$ cat config.mk
export PLATFORM = sky130hd
export DESIGN_NAME = retire_queue
export DESIGN_NICKNAME = d
export VERILOG_FILES = /design/src/rtl/rq_pkg.sv /design/src/rtl/rq_slot_array.sv /design/src/rtl/rq_retire_select.sv /design/src/rtl/rq_credit.sv /design/src/rtl/retire_queue.sv
export SDC_FILE = /design/constraint.sdc
export NUM_CORES = 1
export LEC_CHECK = 0
export BUFFER_PORTS_ARGS = -buffer_cell sky130_fd_sc_hd__buf_2
export CAP_MARGIN = 10
export CORE_AREA = 2 2 228 230
export DETAILED_ROUTE_END_ITERATION = 8
export DIE_AREA = 0 0 230 232
export GPL_TIMING_DRIVEN = 0
export PLACE_DENSITY = 0.42
export SLEW_MARGIN = 40
export SYNTH_ARGS = -nofsm -noshare
export SYNTH_HDL_FRONTEND = slang
export SYNTH_SLANG_ARGS = --single-unit
$ cat constraint.sdc
create_clock -name clk -period 11.2 [get_ports clk]
set_input_delay 2.24 -clock clk [delete_from_list [all_inputs] [get_ports clk]]
set_output_delay 2.24 -clock clk [all_outputs]
set_load 0.02 [all_outputs]
$ cat src/rtl/rq_pkg.sv
package rq_pkg;

  typedef struct packed {
    logic valid;
    logic exec;
  } rq_flags_t;

  function automatic int rq_lanes(input int ret_max, input int slots);
    return (ret_max <= 0 || ret_max > slots) ? slots : ret_max;
  endfunction

endpackage

$ cat src/rtl/rq_slot_array.sv
module rq_slot_array
  import rq_pkg::*;
#(
  parameter int SLOTS  = 16,
  parameter int SLOT_W = 4,
  parameter int TAG_W  = 8,
  parameter int UOP_W  = 4
) (
  input  logic              clk,
  input  logic              rst_n,
  input  logic              wr_en,
  input  logic [SLOT_W-1:0] wr_idx,
  input  logic [TAG_W-1:0]  wr_tag,
  input  logic [UOP_W-1:0]  wr_uops,
  input  logic              wr_exec,
  input  logic              set_en,
  input  logic [SLOT_W-1:0] set_idx,
  input  logic [SLOTS-1:0]  clr,
  output rq_flags_t         flags [SLOTS],
  output logic [TAG_W-1:0]  tags  [SLOTS],
  output logic [UOP_W-1:0]  uops  [SLOTS]
);

  for (genvar s = 0; s < SLOTS; s++) begin : g_slot
    rq_flags_t         f_q;
    logic [TAG_W-1:0]  t_q;
    logic [UOP_W-1:0]  u_q;
    logic              hit_wr, hit_set;

    assign hit_wr  = wr_en && (wr_idx == SLOT_W'(s));
    assign hit_set = set_en && (set_idx == SLOT_W'(s));

    always_ff @(posedge clk or negedge rst_n) begin
      if (!rst_n) begin
        f_q <= '0;
        t_q <= '0;
        u_q <= '0;
      end else if (clr[s]) begin
        f_q <= '0;
        t_q <= '0;
        u_q <= '0;
      end else if (hit_wr) begin
        f_q <= '{valid: 1'b1, exec: wr_exec};
        t_q <= wr_tag;
        u_q <= wr_uops;
      end else if (hit_set && f_q.valid) begin
        f_q.exec <= 1'b1;
      end
    end

    assign flags[s] = f_q;
    assign tags[s]  = t_q;
    assign uops[s]  = u_q;
  end

endmodule

$ cat src/rtl/rq_retire_select.sv
module rq_retire_select
  import rq_pkg::*;
#(
  parameter int SLOTS  = 16,
  parameter int SLOT_W = 4,
  parameter int UOP_W  = 4,
  parameter int LANES  = 2,
  parameter int SCNT_W = 5
) (
  input  rq_flags_t         flags [SLOTS],
  input  logic [UOP_W-1:0]  uops  [SLOTS],
  input  logic [SLOT_W-1:0] head,
  output logic [LANES-1:0]  lane_valid,
  output logic [SLOT_W-1:0] lane_idx [LANES],
  output logic [UOP_W-1:0]  uop_sum,
  output logic [SCNT_W-1:0] slot_sum,
  output logic [SLOT_W-1:0] head_nxt
);

  localparam int PW = SLOT_W + 1;

  always_comb begin
    logic [PW-1:0]    p;
    logic             run;
    logic [UOP_W-1:0] step;
    p        = PW'(head);
    run      = 1'b1;
    uop_sum  = '0;
    slot_sum = '0;
    for (int i = 0; i < LANES; i++) begin
      step          = '0;
      lane_idx[i]   = p[SLOT_W-1:0];
      lane_valid[i] = 1'b0;
      if (run && flags[p[SLOT_W-1:0]].valid && flags[p[SLOT_W-1:0]].exec) begin
        lane_valid[i] = 1'b1;
        step     = (uops[p[SLOT_W-1:0]] == '0) ? UOP_W'(1) : uops[p[SLOT_W-1:0]];
        uop_sum  = uop_sum + uops[p[SLOT_W-1:0]];
        slot_sum = slot_sum + SCNT_W'(step);
        p        = p + PW'(step);
        if (p >= PW'(SLOTS)) p = p - PW'(SLOTS);
      end else begin
        run = 1'b0;
      end
    end
    head_nxt = p[SLOT_W-1:0];
  end

endmodule

$ cat src/rtl/rq_credit.sv
module rq_credit #(
  parameter int ENTRIES = 8,
  parameter int SLOTS   = 16,
  parameter int UOP_W   = 4,
  parameter int SCNT_W  = 5
) (
  input  logic              clk,
  input  logic              rst_n,
  input  logic [UOP_W-1:0]  req_uops,
  input  logic              disp_fire,
  input  logic [UOP_W-1:0]  ret_uops,
  input  logic [SCNT_W-1:0] ret_slots,
  output logic              ready,
  output logic [UOP_W-1:0]  free
);

  localparam int CW = SCNT_W + 1;

  logic [UOP_W-1:0]  free_q;
  logic [SCNT_W-1:0] used_q;
  logic [UOP_W-1:0]  step;
  logic              room;

  assign step  = (req_uops == '0) ? UOP_W'(1) : req_uops;
  assign room  = (CW'(used_q) + CW'(step)) <= CW'(SLOTS);
  assign ready = (free_q >= req_uops) && room;
  assign free  = free_q;

  always_ff @(posedge clk or negedge rst_n) begin
    if (!rst_n) begin
      free_q <= UOP_W'(ENTRIES);
      used_q <= '0;
    end else begin
      free_q <= free_q - (disp_fire ? req_uops : '0) + ret_uops;
      used_q <= used_q - ret_slots + (disp_fire ? SCNT_W'(step) : '0);
    end
  end

endmodule

$ cat src/rtl/retire_queue.sv
module retire_queue
  import rq_pkg::*;
#(
  parameter int ENTRIES = 8,
  parameter int TAG_W   = 8,
  parameter int RET_MAX = 2,
  localparam int SLOTS  = (ENTRIES == 0) ? 2 : 2 * ENTRIES,
  localparam int SLOT_W = $clog2(SLOTS),
  localparam int TOK_W  = SLOT_W + 1,
  localparam int UOP_W  = (ENTRIES < 1) ? 1 : $clog2(ENTRIES + 1),
  localparam int LANES  = rq_lanes(RET_MAX, SLOTS),
  localparam int SCNT_W = $clog2(SLOTS + 1)
) (
  input  logic                   clk,
  input  logic                   rst_n,
  input  logic                   disp_valid,
  output logic                   disp_ready,
  input  logic [TAG_W-1:0]       disp_tag,
  input  logic [UOP_W-1:0]       disp_uops,
  output logic [TOK_W-1:0]       disp_token,
  input  logic                   cmp_valid,
  input  logic [TOK_W-1:0]       cmp_token,
  output logic [LANES-1:0]       ret_valid,
  output logic [LANES*TAG_W-1:0] ret_tag,
  output logic [LANES*UOP_W-1:0] ret_uops,
  output logic [UOP_W-1:0]       free_count
);

  if (ENTRIES == 0) begin : g_none
    assign disp_ready = 1'b1;
    assign disp_token = '1;
    assign ret_valid  = '0;
    assign ret_tag    = '0;
    assign ret_uops   = '0;
    assign free_count = '0;
  end else begin : g_core
    localparam int PW = SLOT_W + 1;

    logic [SLOT_W-1:0] head_q, tail_q, tail_nxt, head_nxt;
    logic [UOP_W-1:0]  disp_step;
    logic [PW-1:0]     tail_sum;
    logic              disp_fire, cmp_hit, cmp_same;
    logic [SLOT_W-1:0] cmp_idx;
    rq_flags_t         flags [SLOTS];
    logic [TAG_W-1:0]  tags  [SLOTS];
    logic [UOP_W-1:0]  uops  [SLOTS];
    logic [SLOT_W-1:0] lane_idx [LANES];
    logic [UOP_W-1:0]  ret_uop_sum;
    logic [SCNT_W-1:0] ret_slot_sum;
    logic [SLOTS-1:0]  clr;

    assign disp_fire = disp_valid && disp_ready;
    assign disp_step = (disp_uops == '0) ? UOP_W'(1) : disp_uops;
    assign tail_sum  = PW'(tail_q) + PW'(disp_step);
    assign tail_nxt  = (tail_sum >= PW'(SLOTS)) ? SLOT_W'(tail_sum - PW'(SLOTS))
                                                : tail_sum[SLOT_W-1:0];
    assign cmp_hit   = cmp_valid && (cmp_token < TOK_W'(SLOTS));
    assign cmp_idx   = cmp_token[SLOT_W-1:0];
    assign cmp_same  = disp_fire && cmp_hit && (cmp_idx == tail_q);
    assign disp_token = {1'b0, tail_q};

    rq_credit #(
      .ENTRIES(ENTRIES), .SLOTS(SLOTS), .UOP_W(UOP_W), .SCNT_W(SCNT_W)
    ) u_credit (
      .clk       (clk),
      .rst_n     (rst_n),
      .req_uops  (disp_uops),
      .disp_fire (disp_fire),
      .ret_uops  (ret_uop_sum),
      .ret_slots (ret_slot_sum),
      .ready     (disp_ready),
      .free      (free_count)
    );

    rq_slot_array #(
      .SLOTS(SLOTS), .SLOT_W(SLOT_W), .TAG_W(TAG_W), .UOP_W(UOP_W)
    ) u_slots (
      .clk     (clk),
      .rst_n   (rst_n),
      .wr_en   (disp_fire),
      .wr_idx  (tail_q),
      .wr_tag  (disp_tag),
      .wr_uops (disp_uops),
      .wr_exec (cmp_same),
      .set_en  (cmp_hit),
      .set_idx (cmp_idx),
      .clr     (clr),
      .flags   (flags),
      .tags    (tags),
      .uops    (uops)
    );

    rq_retire_select #(
      .SLOTS(SLOTS), .SLOT_W(SLOT_W), .UOP_W(UOP_W), .LANES(LANES), .SCNT_W(SCNT_W)
    ) u_sel (
      .flags      (flags),
      .uops       (uops),
      .head       (head_q),
      .lane_valid (ret_valid),
      .lane_idx   (lane_idx),
      .uop_sum    (ret_uop_sum),
      .slot_sum   (ret_slot_sum),
      .head_nxt   (head_nxt)
    );

    always_comb begin
      clr = '0;
      for (int i = 0; i < LANES; i++) begin
        if (ret_valid[i]) clr[lane_idx[i]] = 1'b1;
      end
    end

    for (genvar l = 0; l < LANES; l++) begin : g_lane
      assign ret_tag[l*TAG_W +: TAG_W]  = ret_valid[l] ? tags[lane_idx[l]] : '0;
      assign ret_uops[l*UOP_W +: UOP_W] = ret_valid[l] ? uops[lane_idx[l]] : '0;
    end

    always_ff @(posedge clk or negedge rst_n) begin
      if (!rst_n) begin
        head_q <= '0;
        tail_q <= '0;
      end else begin
        if (disp_fire) tail_q <= tail_nxt;
        head_q <= head_nxt;
      end
    end
  end

endmodule

==> results of run 1 <==
## cell type report
cell class	instances	area (um2)	area share, %
inverter	45	174	0.965
sequential	241	6030	33.5
tap	680	851	4.72
multi-input combinational	1238	8890	49.3
clock buffer	47	946	5.25
timing repair buffer	60	385	2.14
buffer	125	559	3.10
clock inverter	11	180	1.00
## worst register-to-register path: cells and delay by family, from the launching register on
kind / cells / cell delay [ns]
flip-flops: 1 / 0.60
adder cells (fa/ha/maj): 5 / 1.66
AND/OR/NAND/NOR: 3 / 0.80
XOR/XNOR: 7 / 1.46
AO/OA/AOI/OAI: 6 / 1.29
buffers and inverters: 6 / 2.44
multiplexers: 3 / 1.36
## final timing paths
| path | startpoint | to | slack (ns) | cells after the start |
|---|---|---|---|---|
| worst max-delay path | g_core.head_q[1] | ret_tag[9] | 0.49 | 22 |
| worst min-delay path | g_core.u_slots.g_slot[0].t_q[2] | g_core.u_slots.g_slot[0].t_q[2] | 0.55 | 2 |
| worst max register to register | g_core.head_q[1] | g_core.u_credit.free[3] | 1.50 | 30 |
| worst min register to register | g_core.u_slots.g_slot[0].t_q[2] | g_core.u_slots.g_slot[0].t_q[2] | 0.55 | 2 |
| max in group asynchronous | rst_n | g_core.u_slots.g_slot[11].t_q[6] | 8.51 | 3 |
| min in group asynchronous | rst_n | g_core.u_credit.free[1] | 1.53 | 1 |
## power by group
part           internal, mW  total, mW  switching [mW]
combinational          1.02       2.83            1.81
clock                 0.674       1.11           0.434
sequential             1.18       1.48           0.306
## cell usage in the layout (no fill, tap or decap), types with 7 or more instances in the layout
cell | synthesis | layout
a211oi_1 | 18 | 18
a21o_1 | 13 | 13
a21oi_1 | 71 | 71
a311oi_1 | 9 | 9
and2_1 | 22 | 22
buf_1 | 19 | 11
buf_2 | 11 | 69
buf_4 | 4 | 7
clkbuf_1 | 87 | 82
clkbuf_16 | 0 | 31
clkbuf_2 | 0 | 13
clkbuf_8 | 0 | 11
dfrtp_1 | 240 | 240
fa_1 | 13 | 13
ha_1 | 33 | 33
inv_1 | 37 | 37
mux2i_1 | 171 | 171
mux4_2 | 64 | 64
nand2_1 | 215 | 215
nand2b_1 | 9 | 9
nand3_1 | 118 | 118
nand4b_1 | 7 | 7
nor2_1 | 261 | 256
nor2_2 | 10 | 15
nor2b_1 | 23 | 23
nor3_1 | 12 | 11
nor3_2 | 11 | 12
o21ai_0 | 24 | 23
xnor2_1 | 16 | 16
xor2_1 | 14 | 13
## registers in the layout, summed over array words and instances, names as in the netlist
signal	flops
g_core.u_credit.free	4
g_core.u_slots.g_slot.u_q	64
g_core.u_slots.g_slot.t_q	128
g_core.head_q	4
g_core.tail_q	4
g_core.u_slots.flags	32
g_core.u_credit.used_q	5
## logic make-up after synthesis
kind of cell	after synthesis	synth area share [%]
compound gates	198	8.81
xor+xnor	30	1.69
fa+ha+maj	46	4.32
buf+inv	170	4.56
flops	241	38.7
mux	242	20.8
other cells	1	0.0241
simple gates	721	21.1
## stage by stage
stage | setup WS, ns | power, mW | hold WS, ns | std cells | util, %
after global placement | 0.407 | 4.26 | 0.525 | 2382 | 32.8
after detailed placement | 0.813 | 4.29 | 0.534 | 2387 | 33.1
after global routing | 0.0976 | 5.76 | 0.570 | 2447 | 35.4
after CTS | 0.106 | 5.43 | 0.553 | 2445 | 35.3
final | 0.489 | 5.42 | 0.550 | 2447 | 35.4
after floorplan | 3.05 | 3.26 | 0.493 | 1649 | -
## per-layer routing
metal,routed length (um),vias to the layer above,global-route usage [%]
met3,2750,124,2.55
met1,27500,6612,31.4
met2,29500,424,39.3
met4,3520,0,11.2
met5,0,-,0
li1,-,5969,-
## what timing repair did
item	CTS	global route
endpoints found under the hold margin	0	0
gates resized for setup	0	6
endpoints found under the setup margin	0	8
==> impl_metrics.tcl, run 1 <==
set metrics [dict create \
    overflow 0 \
    finalHoldViolations 0 \
    worst_setup_path_end_kind "primary output" \
    cp_max_fo 10 \
    crit_type "flop to primary output" \
    hp-class "flop to flop" \
    cp.arrival_ns 8.47 \
    viasPerCell 5.37 \
    die_y_um 232 \
    synth_top_area_cell "dfrtp_1" \
    irDropWorstVdd_uv 149 \
    yosysWarnings 0 \
    pwr_density_cell_nw_per_um2 301 \
    clock_skew_ns 0.0252 \
    drc 0 \
    post-route-period-util_pct 95.6 \
    setup_tns_ns 0 \
    insertion_delay_ns 0.62 \
    cpMaxStageDelayCell "dfrtp_1" \
    critPathMaxStageDelay_ns 0.60 \
    async_flop_share_pct 100 \
    grt_pass1_vias 13000 \
    initial_core_util_pct 30.6 \
    cts_num_sinks 241 \
    postCtsSetupRepairBufs 0 \
    synth_fp_nets 1716 \
    cp-start-kind "flop" \
    numPortBuffers 53 \
    drt_iter0_drc 1002 \
    report.final.slew_viol_count 0 \
    antenna_found_initial 1 \
    htreeDepth 1 \
    grt_max_degree 70 \
    netlist_top_cells_count "261 x nor2_1, 240 x dfrtp_1, 215 x nand2_1" \
    wl_mm 63.2 \
    cts_tree "done" \
    hpwlAfterDp_mm 49.1 \
    drive_gt1_share_pct 15.7 \
    leakage_nw 8.20 \
    path_cells "buf_2 > buf_2 > buf_1 > clkbuf_2 > mux4_2 > mux4_2 > or2_2 > ha_1 > nor2_1 > a221oi_2 > nand2_2 > inv_2 > buf_1 > clkbuf_1 > clkbuf_1 > nand2_1 > nand3_1 > nand3_1 > a21oi_1 > a21oi_1 > nor2_1 > buf_2" \
    synthCells 1649 \
    clk_pin_slew_ns 0.06 \
    min_period_ns 10.71 \
    dieWidth_um 230 \
    antenna_left 0 \
    rows 83 \
    placed_area_um2 16900 \
    fmax_mhz 93.4 \
    ys_ff_latch 241 \
    fp.dieArea_um2 53400 \
    slew_headroom_pct 40.2 \
    firstDrtPassIters 5 \
    ys_seq_area_share_pct 38.7 \
    nFillCells 5354 \
    rsz0062_at_grt "false" \
    clock_path_buffers 3 \
    wl_per_cell_um 25.8 \
    grt_use_total_pct 23.8 \
    worst-path-buf-inv 9 \
    coreArea_um2 50900 \
    path_common_cell "buf_2" \
    area_growth_pct 15.6 \
    syn_area_um2 15600 \
    avgSynthCellArea_um2 9.45 \
    nets 1809 \
    status "finished clean" \
    io_pins 57 \
    worstPathRequired_ns 8.96 \
    grt_pass1_wl_mm 92.7 \
    synth_top_area_share_pct 38.5 \
    synth_area_leaders "dfrtp_1 39%, mux2i_1 11%, mux4_2 9.2%" \
    cap_violations 0 \
    gp_congestion 0.962 \
    worst_pin_slew_ns 0.897 \
    ys_types 85 \
    diodes 0 \
    setup_violations 0 \
    num_vias 13100 \
    synth_edf_count 0 \
    finalInstanceArea_um2 18000 \
    yosysMostFrequentCell "nor2_1" \
    cp_top_family "buffers and inverters" \
    cts_buffers 31 \
    root_buffer "clkbuf_16" \
    synth_flop_cell "dfrtp_1" \
    cts_hold_buf 0 \
]
(Power assumes the default switching activity.)
==> inputs of run 2 (changes only) <==
- MAX_ROUTING_LAYER: default -> met4
==> run 2 against run 1 <==
  * Sequential power is essentially flat
  * Non-clock buffer count shrank 2
  * Fmax grew 0.94%
  * Hold slack gained 0.00089 ns
  * Sequential share of layout area is essentially flat
  * Critical path depth shrank 1
  * Power shrank 0.24%
  * Clock skew shrank 0.0099 ns
  * First-iteration DRC count shrank 4.2%
  * Flip-flop and latch count is the same
  * Design area shrank 0.14%
  * Largest power group unchanged
  * Critical endpoint is now ret_tag[8]
==> impl_metrics.tcl, run 2 (same netlist as run 1, synthesis figures left out) <==
set metrics [dict create \
    drc 0 \
    min_path_cells 2 \
    io_pins 57 \
    largest_register_ffs 128 \
    status "finished clean" \
    grt_max_degree 67 \
    layout_common_cells "257 x nor2_1, 240 x dfrtp_1, 215 x nand2_1, 171 x mux2i_1, 118 x nand3_1" \
    worstPathRequired_ns 8.96 \
    grt_use_total_pct 24.6 \
    setup_tns_ns 0 \
    postCtsSetupRepairBufs 0 \
    pwr_density_cell_nw_per_um2 301 \
    min_period_ns 10.61 \
    viasPerCell 5.37 \
    drive_gt1_share_pct 15.4 \
    wl_per_cell_um 25.9 \
    cts_buffers 31 \
    crit_type "flop to primary output" \
    cts_num_sinks 241 \
    reg2reg_depth 29 \
    setup_violations 0 \
    report.final.slew_viol_count 0 \
    firstDrtPassIters 5 \
    hpwlAfterDp_mm 49.1 \
    overflow 0 \
    dieWidth_um 230 \
    insertion_delay_ns 0.61 \
    antenna_left 0 \
    numPortBuffers 53 \
    wl_mm 63.4 \
    rows 83 \
    cap_violations 0 \
    worst_setup_path_end_kind "primary output" \
    htreeDepth 1 \
    dp_cells 2387 \
    leakage_nw 8.17 \
    hp-class "flop to flop" \
    cp-start-kind "flop" \
    cp_max_fo 19 \
    root_buffer "clkbuf_16" \
    grt_pass1_vias 13200 \
    post-route-period-util_pct 94.7 \
    fp.dieArea_um2 53400 \
    stdcell_count 2445 \
    initial_core_util_pct 30.6 \
    gp_congestion 0.946 \
    clk_pin_slew_ns 0.06 \
    cp.arrival_ns 8.37 \
    fmax_mhz 94.2 \
    die_y_um 232 \
    regToRegSetupSlack_ns 1.61 \
    clock_path_buffers 3 \
    finalHoldViolations 0 \
    slew_headroom_pct 39.8 \
    num_vias 13100 \
    cts_tree "done" \
    grt_pass1_wl_mm 93.2 \
    layout_commonest_cell "nor2_1" \
    drt_iter0_drc 960 \
    irDropWorstVdd_uv 144 \
    regMostFlops "g_core.u_slots.g_slot.t_q" \
    worst_pin_slew_ns 0.903 \
    cts_hold_buf 0 \
    area_growth_pct 15.4 \
    clock_skew_ns 0.0153 \
    antenna_found_initial 0 \
    coreArea_um2 50900 \
    nets 1807 \
    rsz0062_at_grt "false" \
]
==> run 2: cell count changes in the layout (fill, tap and decap cells not counted), moves of 2 or more <==
cell,change
clkbuf_8,-3
clkbuf_2,-3
buf_4,-2
clkbuf_1,+3
clkinvlp_4,+2
==> run 2: what timing repair did <==
item	in CTS	in global routing
gates resized for setup	0	4
endpoints found under the hold margin	0	0
setup endpoints to repair	0	8
==> run 2: per-stage QoR <==
stage	hold slack [ns]	total power [mW]	worst slack [ns]	instance area, um2	util (%)
final	0.551	5.41	0.589	18000	35.4
after global routing	0.570	5.75	0.157	18000	35.3
after CTS	0.549	5.41	0.0832	18000	35.3
after detailed placement	0.537	4.30	0.765	16900	33.2
after global placement	0.527	4.27	0.487	16700	32.8
after floorplan	0.493	3.26	3.05	15600	-
==> run 2: layer usage <==
layer	share of wire (%)	routed length [um]	global-route usage [%]	vias up
met5	0	0	-	-
li1	-	-	-	5954
met4	4.9	3090	10.1	0
met1	44	27800	32.0	6599
met3	4.2	2650	2.22	132
met2	47	29800	39.4	440
==> run 2: where the power goes <==
group,switching (mW),internal (mW)
Combinational,1.82,1.02
Sequential,0.304,1.18
Clock,0.433,0.654
Total,2.56,2.85
==> run 2: worst paths after layout <==
check	start	end
setup / recovery	g_core.head_q[1]	ret_tag[8]
hold / removal	g_core.u_slots.g_slot[7].t_q[1]	g_core.u_slots.g_slot[7].t_q[1]
setup reg to reg	g_core.head_q[1]	g_core.u_credit.free[3]
hold reg to reg	g_core.u_slots.g_slot[7].t_q[1]	g_core.u_slots.g_slot[7].t_q[1]
max in group asynchronous	rst_n	g_core.u_slots.g_slot[10].t_q[4]
min in group asynchronous	rst_n	g_core.u_credit.free[1]
==> run 2: final cells by class <==
cell class	count	area (um2)
repair buffers	59	398
flip-flops and latches	241	6030
clock buffers	44	905
diodes	1	2.50
fillers	5310	32900
multi-input cells	1238	8880
inverters	45	174
clock inverters	13	191
well taps	680	851
plain buffers	124	552
==> run 2: worst max-delay path, cell delays in order (launching register included) <==
cell and delay [ns]:
dfrtp_1 0.66, buf_2 0.33, buf_2 0.50, clkbuf_1 0.57, mux4_2 0.45, mux4_2 0.56
or2_2 0.34, ha_1 0.45, nor2_1 0.11, a221oi_2 0.51, nand2_2 0.29, inv_2 0.29
buf_1 0.47, clkbuf_1 0.51, clkbuf_1 0.58, nand2_1 0.11, nand3_1 0.10, nand3_1 0.17
a21oi_1 0.23, a21oi_1 0.11, nor2_1 0.20, buf_2 0.19
==> inputs of run 3 (changes only) <==
- PLACE_DENSITY: 0.42 -> default
==> run 3 against run 2 <==
  * Wire length down 5.8%
  * Global-route usage shrank 1.6 points
  * Highest routed layer unchanged
  * Critical path depth unchanged
  * Count of clock-buffer cells in the layout decreased by 6
  * Flip-flop and latch count unchanged
  * Fmax is essentially flat
  * Non-clock buffer count down 2
  * Largest power group unchanged
  * Utilization fell by 0.34 points
  * First-iteration DRC count rose by 39%
==> impl_metrics.tcl, run 3 (same netlist as run 1, synthesis figures left out) <==
set metrics [dict create \
    htreeDepth 1 \
    post-route-period-util_pct 94.7 \
    overflow 0 \
    wl_per_cell_um 24.5 \
    viasPerCell 5.61 \
    firstDrtPassIters 7 \
    stdcell_count 2435 \
    placed_area_um2 16900 \
    cts_num_sinks 241 \
    die_y_um 232 \
    clk_pin_slew_ns 0.07 \
    regToRegSetupSlack_ns 1.36 \
    cts_buffers 27 \
    regMostFlops "g_core.u_slots.g_slot.t_q" \
    slew_headroom_pct 38.5 \
    hp-class "flop to flop" \
    num_vias 13700 \
    wl_mm 59.7 \
    grt_max_degree 72 \
    min_period_ns 10.61 \
    multi_input_area_um2 8880 \
    grt_use_total_pct 23.0 \
    hpwlAfterDp_mm 45.0 \
    cp.arrival_ns 8.37 \
    nFillCells 5196 \
    report.final.slew_viol_count 0 \
    drt_iter0_drc 1337 \
    reg2reg_depth 29 \
    hp-start "g_core.u_credit.free[0]" \
    status "finished clean" \
    min_path_cells 1 \
    nets 1801 \
    finalHoldViolations 0 \
    postCtsSetupRepairBufs 0 \
    layout_common_cells "257 x nor2_1, 240 x dfrtp_1, 214 x nand2_1, 171 x mux2i_1, 118 x nand3_1" \
    fmax_mhz 94.3 \
    clock_skew_ns 0.0238 \
    gp_congestion 1.00 \
    regToRegStartpoint "g_core.head_q[0]" \
    setup_violations 0 \
    regArea_um2 6030 \
    cp_max_fo 10 \
    irDropWorstVdd_uv 120 \
    worst_setup_path_end_kind "primary output" \
    antenna_left 0 \
    antenna_found_initial 0 \
    diodes 0 \
    whs_endpoint "g_core.u_credit.free[0]" \
    dp_cells 2386 \
    clock_path_buffers 3 \
    worstPathRequired_ns 8.96 \
    drc 0 \
    layout_commonest_cell "nor2_1" \
    cap_violations 0 \
    worst-path-buf-inv 8 \
    setup_tns_ns 0 \
    cp-start-kind "flop" \
    largest_register_ffs 128 \
    io_pins 57 \
    leakage_nw 8.10 \
    hold_ws_ns 0.542 \
    postLayoutCoreUtil_pct 35.0 \
    cp_top_family "buffers and inverters" \
    area_growth_pct 14.3 \
    insertion_delay_ns 0.59 \
    critPathMaxStageDelay_ns 0.63 \
    coreArea_um2 50900 \
    crit_type "flop to primary output" \
    fin_ws_ns 0.593 \
    rows 83 \
    fp.dieArea_um2 53400 \
    root_buffer "clkbuf_16" \
    grt_pass1_wl_mm 89.3 \
    post-place-ws_ns 0.717 \
    path_cells "buf_1 > clkbuf_2 > clkbuf_2 > mux4_2 > mux4_2 > or2_2 > ha_1 > nor2_1 > a221oi_2 > nand2_2 > inv_2 > buf_1 > clkbuf_1 > clkbuf_1 > nand2_1 > nand3_1 > nand3_1 > a21oi_1 > a21oi_1 > nor2_1 > buf_2" \
    drive_gt1_share_pct 15.2 \
    cts_tree "done" \
    reg2reg_to "g_core.u_credit.free[3]" \
    dieWidth_um 230 \
    cpMaxStageDelayCell "clkbuf_1" \
    initial_core_util_pct 30.6 \
    grt_pass1_vias 13500 \
    worst_pin_slew_ns 0.923 \
    rsz0062_at_grt "false" \
    numPortBuffers 53 \
    pwr_density_cell_nw_per_um2 295 \
    finalInstanceArea_um2 17800 \
    total_power_mw 5.26 \
]
==> run 3: timing repair <==
action | CTS | global route
endpoints found under the setup margin | 0 | 1
resized for setup | 0 | 2
hold buffers | 0 | 0
==> run 3: per-layer routing <==
layer	GRT usage, %	vias up	share of wire [%]
met5	-	-	0
met3	4.26	141	8.6
met1	30.2	6881	42
met4	8.04	0	4.0
li1	-	5950	-
met2	35.7	685	46
==> run 3: layout make-up <==
type                       instances  share of cell area, %
buffer                           124                   3.13
clock buffer                      38                   4.31
clock inverter                    12                   1.04
inverter                          45                  0.976
multi-input combinational       1238                   49.9
sequential                       241                   33.9
tap                              680                   4.78
timing repair buffer              57                   2.05
==> run 3: power breakdown <==
part           leakage (nW)  internal [mW]  switching (mW)
logic                  4.43           1.02            1.78
clock network         0.466          0.573           0.407
registers              3.21           1.17           0.301
total                  8.10           2.77            2.49
==> run 3: worst max path at each step <==
stage / start / endpoint / slack [ns] / cells past startpoint
global route: g_core.head_q[0] / ret_tag[15] / 0.17 / 21
CTS: g_core.head_q[0] / ret_tag[15] / 0.07 / 21
floorplan: g_core.head_q[0] / ret_uops[7] / 3.05 / 18
finish: g_core.head_q[0] / ret_tag[15] / 0.59 / 21
detailed placement: g_core.head_q[0] / ret_tag[15] / 0.72 / 21
global placement: g_core.head_q[0] / ret_tag[15] / 0.73 / 21
